--- src/rtl/wdog_pkg.sv ---
package wdog_pkg;

  localparam int CNT_W = 7;

  localparam logic [1:0] A_CTRL = 2'd0;
  localparam logic [1:0] A_CFG  = 2'd1;
  localparam logic [1:0] A_STAT = 2'd2;

  localparam logic [CNT_W-1:0] CNT_INIT = 7'h7F;
  localparam logic [CNT_W-1:0] WIN_INIT = 7'h7F;
  localparam logic [CNT_W-1:0] WARN_VAL = 7'h40;

  // divider output fires when the low 'bits' bits of the free count are all ones
  function automatic logic tick_due(input logic [31:0] cnt, input int unsigned bits);
    logic [31:0] mask;
    mask = (32'd1 << bits) - 32'd1;
    return (cnt & mask) == mask;
  endfunction

  // a reload is bad if it leaves bit 6 low on an armed dog,
  // or if it arrives before the counter has dropped to the window
  function automatic logic reload_bad(input logic armed_before,
                                      input logic armed_after,
                                      input logic [CNT_W-1:0] new_val,
                                      input logic [CNT_W-1:0] cur_val,
                                      input logic [CNT_W-1:0] window);
    return (armed_after && !new_val[CNT_W-1]) || (armed_before && (cur_val > window));
  endfunction

endpackage

--- src/rtl/wdog_prescale.sv ---
module wdog_prescale #(
  parameter int FIXED_LOG2 = 12,
  parameter int SEL_W      = 2
) (
  input  logic             clk,
  input  logic             rst_n,
  input  logic             restart,
  input  logic [SEL_W-1:0] sel,
  output logic             tick
);
  import wdog_pkg::*;

  localparam int PW = FIXED_LOG2 + (1 << SEL_W) - 1;

  logic [PW-1:0] pre_q;

  always_ff @(posedge clk or negedge rst_n) begin
    if (!rst_n)       pre_q <= '0;
    else if (restart) pre_q <= '0;
    else              pre_q <= pre_q + 1'b1;
  end

  always_comb tick = tick_due(32'(pre_q), FIXED_LOG2 + int'(sel));

endmodule

--- src/rtl/wdog_counter.sv ---
module wdog_counter (
  input  logic                       clk,
  input  logic                       rst_n,
  input  logic                       load,
  input  logic [wdog_pkg::CNT_W-1:0] load_val,
  input  logic                       tick,
  output logic [wdog_pkg::CNT_W-1:0] cnt,
  output logic                       warn_evt,
  output logic                       drop_evt
);
  import wdog_pkg::*;

  logic [CNT_W-1:0] cnt_q;

  always_ff @(posedge clk or negedge rst_n) begin
    if (!rst_n)    cnt_q <= CNT_INIT;
    else if (load) cnt_q <= load_val;
    else if (tick) cnt_q <= cnt_q - 1'b1;
  end

  always_comb begin
    cnt      = cnt_q;
    warn_evt = tick && !load && (cnt_q == WARN_VAL + 7'd1);
    drop_evt = tick && !load && (cnt_q == WARN_VAL);
  end

endmodule

--- src/rtl/wdog_regs.sv ---
module wdog_regs #(
  parameter int DATA_W = 32
) (
  input  logic                       clk,
  input  logic                       rst_n,
  input  logic                       wr,
  input  logic [1:0]                 addr,
  input  logic [DATA_W-1:0]          wdata,
  input  logic [wdog_pkg::CNT_W-1:0] cnt,
  input  logic                       warn_evt,
  input  logic                       drop_evt,
  output logic [DATA_W-1:0]          rdata,
  output logic                       ctrl_wr,
  output logic [1:0]                 sel,
  output logic                       armed,
  output logic                       ewif,
  output logic                       ewi,
  output logic                       rst_req,
  output logic                       irq
);
  import wdog_pkg::*;

  logic             armed_q, ewi_q, ewif_q, rst_q;
  logic [CNT_W-1:0] win_q;
  logic [1:0]       sel_q;
  logic             cfg_wr, stat_wr, armed_nx, trig;

  always_comb begin
    ctrl_wr  = wr && (addr == A_CTRL);
    cfg_wr   = wr && (addr == A_CFG);
    stat_wr  = wr && (addr == A_STAT);
    armed_nx = armed_q | (ctrl_wr & wdata[CNT_W]);
    trig     = (ctrl_wr && reload_bad(armed_q, armed_nx, wdata[CNT_W-1:0], cnt, win_q))
             || (armed_q && drop_evt);
  end

  always_ff @(posedge clk or negedge rst_n) begin
    if (!rst_n) begin
      armed_q <= 1'b0;
      win_q   <= WIN_INIT;
      sel_q   <= 2'd0;
      ewi_q   <= 1'b0;
      ewif_q  <= 1'b0;
      rst_q   <= 1'b0;
    end else begin
      armed_q <= armed_nx;
      rst_q   <= trig;
      if (cfg_wr) begin
        win_q <= wdata[CNT_W-1:0];
        sel_q <= wdata[8:7];
        ewi_q <= ewi_q | wdata[9];
      end
      if (warn_evt)                 ewif_q <= 1'b1;
      else if (stat_wr && !wdata[0]) ewif_q <= 1'b0;
    end
  end

  always_comb begin
    rdata = '0;
    case (addr)
      A_CTRL:  rdata[CNT_W:0] = {armed_q, cnt};
      A_CFG:   rdata[9:0]     = {ewi_q, sel_q, win_q};
      A_STAT:  rdata[0]       = ewif_q;
      default: rdata          = '0;
    endcase
    sel     = sel_q;
    armed   = armed_q;
    ewif    = ewif_q;
    ewi     = ewi_q;
    rst_req = rst_q;
    irq     = ewi_q & ewif_q;
  end

endmodule

--- src/rtl/win_wdog.sv ---
module win_wdog #(
  parameter int FIXED_LOG2 = 12,
  parameter int DATA_W     = 32
) (
  input  logic              clk,
  input  logic              rst_n,
  input  logic              reg_wr,
  input  logic [1:0]        reg_addr,
  input  logic [DATA_W-1:0] reg_wdata,
  output logic [DATA_W-1:0] reg_rdata,
  output logic              rst_req_o,
  output logic              irq_o
);
  import wdog_pkg::*;

  logic             tick_w, ctrl_wr_w, warn_w, drop_w;
  logic             armed_w, ewif_w, ewi_w;
  logic [1:0]       sel_w;
  logic [CNT_W-1:0] cnt_w;

  wdog_prescale #(.FIXED_LOG2(FIXED_LOG2), .SEL_W(2)) u_pre (
    .clk(clk), .rst_n(rst_n), .restart(ctrl_wr_w), .sel(sel_w), .tick(tick_w)
  );

  wdog_counter u_cnt (
    .clk(clk), .rst_n(rst_n), .load(ctrl_wr_w), .load_val(reg_wdata[CNT_W-1:0]),
    .tick(tick_w), .cnt(cnt_w), .warn_evt(warn_w), .drop_evt(drop_w)
  );

  wdog_regs #(.DATA_W(DATA_W)) u_regs (
    .clk(clk), .rst_n(rst_n), .wr(reg_wr), .addr(reg_addr), .wdata(reg_wdata),
    .cnt(cnt_w), .warn_evt(warn_w), .drop_evt(drop_w), .rdata(reg_rdata),
    .ctrl_wr(ctrl_wr_w), .sel(sel_w), .armed(armed_w), .ewif(ewif_w), .ewi(ewi_w),
    .rst_req(rst_req_o), .irq(irq_o)
  );

endmodule

--- config.mk ---
export PLATFORM = sky130hd
export DESIGN_NAME = win_wdog
export DESIGN_NICKNAME = d
export VERILOG_FILES = /design/src/rtl/wdog_pkg.sv /design/src/rtl/wdog_prescale.sv /design/src/rtl/wdog_counter.sv /design/src/rtl/wdog_regs.sv /design/src/rtl/win_wdog.sv
export SDC_FILE = /design/constraint.sdc
export NUM_CORES = 1
export LEC_CHECK = 0
export CAP_MARGIN = 20
export CORE_MARGIN = 4
export CORE_UTILIZATION = 39
export DETAILED_ROUTE_END_ITERATION = 16
export PLACE_DENSITY = 0.78
export SLEW_MARGIN = 40
export SYNTH_ARGS = -nofsm -noshare
export SYNTH_HDL_FRONTEND = slang
export SYNTH_SLANG_ARGS = --single-unit
--- constraint.sdc ---
create_clock -name clk -period 3.5 [get_ports clk]
set_input_delay 0.875 -clock clk [delete_from_list [all_inputs] [get_ports clk]]
set_output_delay 0.875 -clock clk [all_outputs]
set_load 0.02 [all_outputs]
# [After elaboration in Yosys (flattened, before gate mapping)]
# Cells that the tools add are included.
[word_totals] reg_bits=35 latch_bits=0 ram_bits=0 mem_bits_ro=0 inputBits=37 out_inout_bits=34 wordCells=51 mem_count=0
[classes] add_sub_neg=4 multipliers=0 div_mod_pow=0 n_lt_le_gt_ge=1 n_eq_ne=5 n_shift=1 mux=8 n_bitwise=5 n_reduce_logical=19
[op_table] cell="AND 15 x 32 -> 32 bit" count=1
[op_table] cell="== test 32 bit" count=1
[op_table] cell="<< shifter 1 x 32 -> 32 bit, first input constant" count=1
[op_table] cell="subtractor 32 x 1 -> 32 bit, second input constant" count=1
[op_table] cell="adder 15 x 1 -> 15 bit, second input constant" count=1
[op_table] cell="two-way mux 15 bit" count=1
[op_table] cell="== test 7 bit, second input constant" count=2
[op_table] cell="two-way mux 7 bit" count=2
[op_table] cell="case mux 7 bit (2 select lines)" count=1
[op_table] cell="logical AND 1 bit" count=11
[op_table] cell="greater-than comparator 7 bit" count=1
[op_table] cell="subtractor 7 x 1 -> 7 bit, second input constant" count=1
[op_table] cell="adder 4 x 2 -> 5 bit, first input constant" count=1
[op_table] cell="nonzero test 2 bit" count=2
[op_table] cell="zero test 1 bit" count=3
[op_table] cell="case mux 1 bit (3 select lines)" count=1
[op_table] cell="AND 1 bit" count=2
[op_table] cell="== test 2 x 1 -> 1 bit, second input constant" count=1
[op_table] cell="== test 2 bit, second input constant" count=1
[op_table] cell="zero test 2 bit" count=1
[op_table] cell="logical OR 1 bit" count=2
[op_table] cell="two-way mux 1 bit" count=2
[op_table] cell="two-way mux 2 bit" count=1
[op_table] cell="bitwise OR 1 bit" count=2

# [Logic depth before layout (Yosys ltp)]
# Gate-level depths: netlist (run 1).
[logic_depth] ltp_word=9 depth_mapped=7 depth_no_buf=7

# [Hierarchy]
# A second synthesis (run 1) with hierarchy kept.
[hier_totals] hier_cells=230 area_unflattened_um2=2255.9
[modules_own_cells] mod="wdog_regs" n_inst=1 cells_each=102 area_each_um2=1028.5 seq_area_each_um2=334.1
[modules_own_cells] mod="wdog_prescale" n_inst=1 cells_each=79 area_each_um2=780.7 seq_area_each_um2=375.4
[modules_own_cells] mod="wdog_counter" n_inst=1 cells_each=49 area_each_um2=446.7 seq_area_each_um2=183.9

# [Worst setup path before layout (run 1)]
# Ideal clock, no wire load.
[synth_path] path_type="input -> output" from="in reg_addr[1]" to="out reg_rdata[0]" arrival_time_ns=1.732 required_ns=2.625 slack_ns=0.893 stages=3 n_path_buf=1 cell_sequence="clkbuf_1 -> mux2i_1 -> o21ai_0"
[synth_between] elab_chain_cells=2 word_cells_on_any_way=4 cone_classes="2 x eq/ne; 1 x mux; 1 x reduce/logical"
[synth_lines] item="start: declaration" line_no="win_wdog.sv:8" text="input logic [1:0] reg_addr,"
[synth_lines] item="== test 2 bit (tied with other cells)" line_no="wdog_regs.sv:60" text="case (addr)"
[synth_lines] item="case mux 1 bit (3 select lines) (*)" line_no="wdog_regs.sv:60"
[synth_lines] item="end: declaration" line_no="win_wdog.sv:10" text="output logic [DATA_W-1:0] reg_rdata,"
# Mark *: on every way between the ends. The rest lies on a longest branch, timed or not.

# [Final worst setup path (run 1)]
[layout_path] from="in reg_addr[0]" to="out reg_rdata[9]"
[layout_between] elab_chain_cells=2
[layout_lines] item="== test 2 x 1 -> 1 bit" line_no="wdog_regs.sv:60"
[layout_lines] item="two-way mux 2 bit" line_no="wdog_regs.sv:60"
# Every way passes these cells.

==> results.ini, run 1 <==
[run_status]
status=finished clean

[logic_synthesis]
ys_ff_latch=35
syn_avg_cell_area_um2=9.64
async_flop_share_pct=100
synth_cell_type_count=43
yosysTopAreaCell=dfrtp_1
yosys.area.top_type_share_pct=23.9
yosysWarnings=0
ys_seq_area_share_pct=40.6
syn-cell-area_mm2=0.00220
synth_area_leaders=dfrtp_1 24%, dfstp_2 17%, buf_4 7.5%
synth_ff_type=dfrtp_1
synth_edf_count=0
synth_cells=228

[pwr]
seqPwrFrac_pct=45.0
p_leak_nw=1.15
power_frac_comb_pct=25.2
p_int_w=0.000842
ir_drop_v=0.000238
p_switching_w=0.000375
p_clk_share_pct=29.8
p_sw_share_pct=30.8
power_density_mw_per_mm2=468

[routing]
viasPerCell=4.99
wirelength_um=4310
wl_per_cell_um=12.9
initialDrtViolationCount=99
route.detailed.drc=0
num_vias=1662
drtAntennaViolNets=0
drt-pass1-iter-count=4

[setup_path]
crit_path_end_kind=output port
cpPeakStageDelay_ps=610
critical_path.cell_chain=clkdlybuf4s50_1 > nor2b_1 > and2_1 > clkdlybuf4s50_1
cpMostUsedCell=clkdlybuf4s50_1
required_ps=2620
path_max_fanout=5
start_kind=primary input
cp_data_arrival_time_ps=2430
path_class=in2out
slowest_stage=clkdlybuf4s50_1

[die]
initial_core_util_pct=40.2
die_area_mm2=0.00690
io_pins=71
rows=27
placeableCoreArea_mm2=0.00547
die_h_um=83.1
die_w_um=83.1

[placement]
finalWeightedCongestion=0.778
io_buffers=26
placed_cell_area_mm2=0.00249
dp_hpwl_um=3090

[timing]
finalSetupTns_ps=0
clock_skew_ps=5.51
rsz0062_at_grt=false
tightest_slew_ps=674
hold_violations=0
finalSetupViolCount=0
min_period_over_period_pct=94.5
post-route-min-period_ps=3310
slew_headroom_pct=54.9
slew_violations=0
fmax_mhz=302

[global_routing]
antenna_found_initial=0
gr-total-overflow=0
grt_pass1_vias=1582
grt_max_degree=36
grt.total_usage_pct=13.0
grt_pass1_wl_um=7490

[layout]
regArea_um2=893
n_fill_cell=517
drive_gt1_share_pct=17.6
final_cell_area_mm2=0.00260
multi_input_area_mm2=0.00116
antenna_cells=0
area_growth_syn_to_layout_pct=18.2
nets=308

[clock_network]
numCtsBuffers=5
cts_buffer_depth=2
cts-root-buf=clkbuf_8
ctsResizeCount=0
hold_buffers=0
htreeDepth=2
insertion_delay_ps=290
post_cts_buffers=0
cts_tree=done
cts_num_sinks=35
cts.clk_slew.worst_paths_ps=70

[worst_hold_path]
hold_path.class=reg2reg

[flow_run]
drv_cap=0

-- critical path: cells and delay by family --
kind,cells,cell delay (ps)
buffers and inverters,2,1080
and+or+nand+nor,2,470
-- layout by cell type (no fill, tap or decap), drive strengths merged, types with 10 or more instances in the layout --
master         synthesis  layout
inv                   13      13
nand2                 11      11
dfstp                 14      14
ha                    11      11
o21ai                 10      10
dfrtp                 21      21
conb                   1      22
clkdlybuf4s50          0      26
nor2                  28      28
-- kinds of logic after synthesis --
| kind of cell | count (synthesis) | synth area share, % |
|---|---|---|
| AND/OR/NAND/NOR | 81 | 20.0 |
| other | 1 | 0.171 |
| multiplexers | 18 | 8.71 |
| flip-flops | 35 | 40.6 |
| XOR/XNOR | 15 | 5.98 |
| adder cells (fa/ha/maj) | 11 | 6.26 |
| buffers and inverters | 40 | 10.6 |
| AO/OA/AOI/OAI | 27 | 7.68 |
-- final timing paths --
check                                          start                        to  slack [ps]  depth (start not counted)
max                                      reg_addr[0]              reg_rdata[9]         190                          4
min                           u_regs.ewi$_DFFE_PN0P_    u_regs.ewi$_DFFE_PN0P_         490                          1
max reg2reg                u_regs.sel[0]$_DFFE_PN0P_  u_cnt.cnt[5]$_DFFE_PN1P_        1090                          7
min reg2reg                   u_regs.ewi$_DFFE_PN0P_    u_regs.ewi$_DFFE_PN0P_         490                          1
max in group asynchronous                      rst_n  u_cnt.cnt[5]$_DFFE_PN1P_        2160                          2
min in group asynchronous                      rst_n   u_regs.ewif$_DFFE_PN0P_        1000                          2
-- power by group through the flow --
stage | Sequential, W | Combinational (W) | Clock (W)
6_report | 0.000547 | 0.000306 | 0.000363
5_1_grt | 0.000556 | 0.000347 | 0.000394
4_1_cts | 0.000546 | 0.000309 | 0.000374
3_5_place_dp | 0.000553 | 0.000303 | 0
3_3_place_gp | 0.000551 | 0.000299 | 0
2_1_floorplan | 0.000537 | 0.000233 | 0
-- stage by stage --
| stage | total power, W | setup WS, ps | std cells | util (%) | hold slack (ps) |
|---|---|---|---|---|---|
| after floorplan | 0.000771 | 893 | 249 | - | 448 |
| after global placement | 0.000850 | 208 | 325 | 45.4 | 469 |
| after detailed placement | 0.000857 | 206 | 325 | 45.4 | 478 |
| after CTS | 0.00123 | 189 | 333 | 47.5 | 494 |
| after global routing | 0.00130 | 65.7 | 333 | 47.5 | 523 |
| final | 0.00122 | 193 | 333 | 47.5 | 493 |
-- cells in the mapped netlist, types with 3 or more instances --
cell type	count
nor2_1	28
buf_4	22
dfrtp_1	21
dfstp_2	14
inv_1	13
ha_1	11
nand2_1	11
mux2_2	9
mux2i_1	9
xor2_1	9
nand4_1	7
o21ai_0	7
a21oi_1	6
nand3_1	6
xnor2_1	6
clkbuf_1	5
and2_1	4
nor2b_1	4
nor3_1	3
o21ai_1	3
-- flip-flops by register name (all words and copies together) (netlist names) --
register / cells
u_regs.rst_req: 1
u_regs.ewif: 1
u_pre.pre_q: 15
u_regs.sel: 2
u_regs.armed: 1
u_regs.ewi: 1
u_cnt.cnt: 7
u_regs.win_q: 7
-- metal layers --
layer  global-route usage, %  part of all wire (%)  up-vias
met5                       0                     0        -
met4                    2.97                  0.90        0
met3                    3.87                   5.4        6
met2                    19.8                    46       47
met1                    18.1                    48      808
li1                        -                     -      801
-- area by class of cell --
class	instances	area share [%]
inverter	13	1.88
timing repair buffer	31	11.5
sequential	35	34.4
clock buffer	5	2.65
tap	72	3.47
clock inverter	3	1.69
multi-input combinational	174	44.5
No activity file was read; power rests on OpenSTA's default activity.
==> inputs of run 2 (changes only) <==
- PLACE_DENSITY: 0.78 -> 0.81
- RECOVER_POWER: not set -> 50
- TNS_END_PERCENT: not set -> 30
- clock period: 3.5 -> 3.04 ns (I/O delays scaled with it)
==> run 2 against run 1 <==
The flow now finishes with violations (max-capacitance violations, max-slew violations); hold slack lost 2.1 ps; first-iteration DRC count shrank 60%; clock skew grew 3.8 ps; combinational power grew 13%; power grew 6.6%; flip-flop and latch count is the same; cell count is the same; routed wire length shrank 0.60%; cell area shrank 1.2%; non-clock buffer count is the same.
==> results.ini, run 2 (same netlist as run 1, synthesis figures left out) <==
[run_status]
status=complete, but fails checks  ; was finished clean
violations=max-capacitance violations, max-slew violations

[pwr]
power_w=0.00130  ; was 0.00122 W
p_switching_w=0.000416  ; was 0.000375 W
seqPwrFrac_pct=48.7  ; was 45.0%
p_clk_share_pct=24.7  ; was 29.8%
ir_drop_v=0.000272  ; was 0.000238 V
p_leak_nw=1.23  ; was 1.15 nW
power_frac_comb_pct=26.6  ; was 25.2%
p_int_w=0.000881  ; was 0.000842 W
power_density_mw_per_mm2=505  ; was 468 mW/mm2
p_sw_share_pct=32.1  ; was 30.8%

[global_routing]
grt_pass1_vias=1559  ; was 1582
grt.total_usage_pct=12.8  ; was 13.0%
grt_pass1_wl_um=7380  ; was 7490 um
antenna_found_initial=0  ; unchanged
gr-total-overflow=0  ; unchanged
grt_max_degree=36  ; unchanged

[setup_path]
path_class=in2out  ; unchanged
crit_path_end_kind=output port  ; unchanged
required_ps=2280  ; was 2620 ps
start_kind=primary input  ; unchanged
cp_data_arrival_time_ps=2050  ; was 2430 ps
path_max_fanout=11  ; was 5

[clock_network]
post_cts_buffers=0  ; unchanged
hold_buffers=0  ; unchanged
htreeDepth=2  ; unchanged
cts_num_sinks=35  ; unchanged
numCtsBuffers=5  ; unchanged
cts_buffer_depth=2  ; unchanged
insertion_delay_ps=290  ; about the same
ctsResizeCount=3  ; was 0
cts.clk_slew.worst_paths_ps=70  ; about the same
cts_tree=done  ; unchanged
cts-root-buf=clkbuf_8  ; unchanged

[timing]
finalSetupViolCount=0  ; unchanged
tightest_slew_ps=1870  ; was 674 ps
worst_slack_ps=228  ; was 193 ps
slew_violations=36  ; was 0
hold_violations=0  ; unchanged
slew_headroom_pct=-24.8  ; was 54.9%
min_period_over_period_pct=92.5
fmax_mhz=356
fin_hold_ws_ps=491  ; was 493 ps
rsz0062_at_grt=false  ; unchanged
post-route-min-period_ps=2810
clock_skew_ps=9.33  ; was 5.51 ps

[die]
die_h_um=83.1  ; unchanged
placeableCoreArea_mm2=0.00547  ; unchanged
initial_core_util_pct=40.2  ; unchanged
die_w_um=83.1  ; unchanged
rows=27  ; unchanged
io_pins=71  ; unchanged
die_area_mm2=0.00690  ; unchanged

[routing]
drt-pass1-iter-count=4  ; unchanged
wl_per_cell_um=12.9  ; about the same
initialDrtViolationCount=40  ; was 99
wirelength_um=4280  ; was 4310 um
route.detailed.drc=0  ; unchanged
drtAntennaViolNets=0  ; unchanged
num_vias=1626  ; was 1662
viasPerCell=4.88  ; was 4.99

[placement]
dp_hpwl_um=3130  ; was 3090 um
finalWeightedCongestion=0.809  ; was 0.778
placed_cell_area_mm2=0.00249  ; unchanged
placedCellCount=325  ; unchanged
post-place-ws_ps=-8.13  ; was 206 ps
io_buffers=26  ; unchanged

[flow_run]
drv_cap=1  ; was 0

[layout]
area_growth_syn_to_layout_pct=16.8  ; was 18.2%
fin_cells=333  ; unchanged
largest_reg_flops=15  ; unchanged
drive_gt1_share_pct=15.3  ; was 17.6%
nets=308  ; unchanged
antenna_cells=0  ; unchanged
layout_commonest_cell=nor2_1  ; unchanged
final_cell_mix=28 x nor2_1, 22 x conb_1, 21 x dfrtp_1  ; was 28 x nor2_1, 26 x clkdlybuf4s50_1, 22 x conb_1
final_cell_area_mm2=0.00257  ; was 0.00260 mm2
regMostFlops=u_pre.pre_q  ; unchanged

[worst_hold_path]
hold_path.class=reg2reg  ; unchanged

[run 2: cell count changes in the layout (fill, tap and decap cells not counted), sizes merged]
| cell | change |
|---|---|
| clkinv | -2 |
| clkdlybuf4s50 | -11 |
| buf | -2 |
| clkbuf | +5 |
| dlygate4sd2 | +3 |
| dlygate4sd3 | +1 |
| dlymetal6s2s | +7 |
| bufinv | -1 |
[run 2: cell type report]
class | count | area [um2]
fill | 514 | 2910
inverter | 13 | 48.8
multi-input combinational | 174 | 1150
tap | 72 | 90.1
timing repair buffer | 31 | 304
sequential | 35 | 893
clock buffer | 8 | 80.1
[run 2: worst max-delay path, cell delays in order]
cell	delay, ps
clkdlybuf4s50_1	470
buf_4	210
mux2i_1	240
nor2_1	50
dlygate4sd2_1	310
[run 2: power by group through the flow]
stage	Sequential, W	Clock (W)	Combinational, W
floorplan	0.000618	0	0.000269
global placement	0.000634	0	0.000343
detailed placement	0.000638	0	0.000351
CTS	0.000630	0.000329	0.000353
global route	0.000644	0.000350	0.000394
finish	0.000631	0.000321	0.000345
[run 2: routing by layer]
| metal | global-route usage [%] | routed length [um] | up-vias |
|---|---|---|---|
| li1 | - | - | 807 |
| met1 | 17.8 | 2120 | 773 |
| met2 | 19.8 | 1930 | 39 |
| met3 | 3.08 | 180 | 7 |
| met4 | 3.57 | 52 | 0 |
| met5 | 0 | 0 | - |
[run 2: path summary, 6_finish.rpt]
kind,startpoint,end,slack (ps),depth (start not counted)
max,reg_addr[0],reg_rdata[1],230,5
min,u_pre.pre_q[0]$_DFF_PN0_,u_pre.pre_q[0]$_DFF_PN0_,490,1
max reg2reg,u_regs.sel[0]$_DFFE_PN0P_,u_cnt.cnt[1]$_DFFE_PN1P_,620,7
min reg2reg,u_pre.pre_q[0]$_DFF_PN0_,u_pre.pre_q[0]$_DFF_PN0_,490,1
max in group asynchronous,rst_n,u_pre.pre_q[12]$_DFF_PN0_,510,2
min in group asynchronous,rst_n,u_regs.ewi$_DFFE_PN0P_,1450,2
[run 2: stage by stage]
| step | setup TNS (ps) | utilization (%) |
|---|---|---|
| 3_3_place_gp | -49.3 | 45.4 |
| 2_1_floorplan | 0 | - |
| 4_1_cts | 0 | 46.8 |
| 5_1_grt | 0 | 46.9 |
| 3_5_place_dp | -17.4 | 45.4 |
| 6_report | 0 | 46.9 |
==> inputs of run 3 (changes only) <==
- CORE_MARGIN: 4 -> not set
==> run 3 against run 2 <==
The flow still finishes with violations (max-capacitance violations, max-slew violations); combinational power hardly changed; first-iteration DRC count is 140% higher; cell count is 0.60% lower; core utilization is 1.9 points higher; worst setup slack worse by 50 ps; critical path depth is 1 higher; non-clock buffer count stayed put; flip-flop and latch count stayed put; clock skew is 1.9 ps lower; global-route usage is 4.0 points higher.
==> results.ini, run 3 (same netlist as run 1, synthesis figures left out) <==
[layout]
fin_cells=331  ; was 333
final_cell_mix=28 x nor2_1, 22 x conb_1, 21 x dfrtp_1  ; unchanged
regMostFlops=u_pre.pre_q  ; unchanged
n_fill_cell=488  ; was 514
layout_commonest_cell=nor2_1  ; unchanged
area_growth_syn_to_layout_pct=17.0  ; was 16.8%
nets=308  ; unchanged
largest_reg_flops=15  ; unchanged
antenna_cells=0  ; unchanged
final_cell_area_mm2=0.00257  ; about the same
multi_input_area_mm2=0.00116  ; was 0.00115 mm2
drive_gt1_share_pct=16.1  ; was 15.3%
regArea_um2=893  ; unchanged

[timing]
rsz0062_at_grt=false  ; unchanged
hold_violations=0  ; unchanged
slew_violations=36  ; unchanged
post-route-min-period_ps=2860  ; was 2810 ps
min_period_over_period_pct=94.2  ; was 92.5%
worst_slack_ps=178  ; was 228 ps
fmax_mhz=349  ; was 356 MHz
fin_hold_ws_ps=503  ; was 491 ps
tightest_slew_ps=1870  ; about the same
slew_headroom_pct=-24.4  ; was -24.8%
finalSetupViolCount=0  ; unchanged
clock_skew_ps=7.44  ; was 9.33 ps

[die]
io_pins=71  ; unchanged
die_w_um=77.1  ; was 83.1 um
placeableCoreArea_mm2=0.00527  ; was 0.00547 mm2
rows=26  ; was 27
initial_core_util_pct=41.7  ; was 40.2%
die_h_um=77.1  ; was 83.1 um
die_area_mm2=0.00594  ; was 0.00690 mm2

[clock_network]
cts-root-buf=clkbuf_8  ; unchanged
cts_buffer_depth=2  ; unchanged
cts_tree=done  ; unchanged
cts.clk_slew.worst_paths_ps=70  ; about the same
insertion_delay_ps=300  ; was 290 ps
hold_buffers=0  ; unchanged
numCtsBuffers=5  ; unchanged
cts_num_sinks=35  ; unchanged
htreeDepth=2  ; unchanged

[setup_path]
cp_data_arrival_time_ps=2100  ; was 2050 ps
path_max_fanout=5  ; was 11
r2r_setup_slack_ps=620  ; about the same
start_kind=primary input  ; unchanged
reg2regPathDepth=7  ; unchanged
path_class=in2out  ; unchanged
timing.rr.start=u_regs.sel[0]$_DFFE_PN0P_  ; unchanged
r2r-end=u_cnt.cnt[1]$_DFFE_PN1P_  ; unchanged
required_ps=2280  ; about the same
crit_path_end_kind=output port  ; unchanged

[placement]
finalWeightedCongestion=0.829  ; was 0.809
placed_cell_area_mm2=0.00248  ; was 0.00249 mm2
dp_hpwl_um=3130  ; about the same
post-place-ws_ps=-6.36  ; was -8.13 ps
placedCellCount=323  ; was 325
io_buffers=26  ; unchanged

[run_status]
violations=max-capacitance violations, max-slew violations  ; unchanged
status=complete, but fails checks  ; unchanged

[global_routing]
grt_pass1_vias=1653  ; was 1559
grt.total_usage_pct=16.8  ; was 12.8%
grt_pass1_wl_um=7770  ; was 7380 um
grt_max_degree=36  ; unchanged
antenna_found_initial=0  ; unchanged
gr-total-overflow=0  ; unchanged

[routing]
route.detailed.drc=0  ; unchanged
drtAntennaViolNets=0  ; unchanged
drt-pass1-iter-count=4  ; unchanged
wirelength_um=4390  ; was 4280 um
initialDrtViolationCount=97  ; was 40
viasPerCell=4.94  ; was 4.88
num_vias=1636  ; was 1626
wl_per_cell_um=13.3  ; was 12.9 um

[worst_hold_path]
hold_path.class=reg2reg  ; unchanged
worstHoldPathCells=1  ; unchanged
hold_path_startpoint=u_regs.ewi$_DFFE_PN0P_  ; was u_pre.pre_q[0]$_DFF_PN0_
min_to=u_regs.ewi$_DFFE_PN0P_  ; was u_pre.pre_q[0]$_DFF_PN0_

[flow_run]
drv_cap=1  ; unchanged

[pwr]
p_leak_nw=1.24  ; was 1.23 nW
power_w=0.00130  ; about the same
power_density_mw_per_mm2=507  ; was 505 mW/mm2
ir_drop_v=0.000225  ; was 0.000272 V

==> run 3: cell types whose count changed in the layout (fill, tap and decap cells not counted) <==
cell	change
nor3b_2	+1
clkbuf_1	-1
clkinv_2	+1
nor3b_1	-1
==> run 3: per-stage QoR <==
step	utilization, %	TNS (ps)
CTS	48.6	0
floorplan	-	0
global placement	47.1	-39.4
finish	48.8	0
global route	48.8	0
detailed placement	47.1	-6.36
==> run 3: what timing repair did <==
action | 4_1_cts | 5_1_grt
endpoints found under the setup margin | 3 | 7
setup buffers | 0 | 0
gates resized for setup | 3 | 7
gates cloned | 0 | 0
==> run 3: how the worst max path moves through the flow <==
stage | slack [ps] | startpoint | end | depth (start not counted)
global route | 80 | reg_addr[1] | u_regs.rst_req$_DFF_PN0_ | 6
floorplan | 660 | reg_addr[1] | reg_rdata[0] | 3
finish | 180 | reg_addr[1] | reg_rdata[0] | 6
CTS | 0.8 | reg_addr[0] | reg_rdata[1] | 5
global placement | -20 | reg_addr[0] | reg_rdata[2] | 5
detailed placement | -6 | reg_addr[0] | reg_rdata[2] | 5
==> run 3: layout make-up <==
type | count | area share, %
Multi-Input combinational cell | 174 | 45.0
Sequential cell | 35 | 34.7
Timing Repair Buffer | 31 | 11.8
Tap cell | 70 | 3.41
Clock buffer | 7 | 2.97
Inverter | 13 | 1.90
Clock inverter | 1 | 0.195
==> run 3: power breakdown <==
group | internal, W | switching [W]
Combinational | 0.000161 | 0.000183
Sequential | 0.000557 | 0.0000753
Clock | 0.000161 | 0.000166
Total | 0.000879 | 0.000425
==> run 3: worst max-delay path, stage by stage <==
cell	delay, ps
dlygate4sd3_1	590
nor2b_1	140
buf_4	150
nand2_1	50
o21ai_0	60
dlygate4sd2_1	350
==> run 3: layer usage <==
layer	global-route usage (%)	wire length [um]
met5	0	0
met4	5.66	62
met3	4.64	197
met2	27.2	2060
met1	21.4	2070
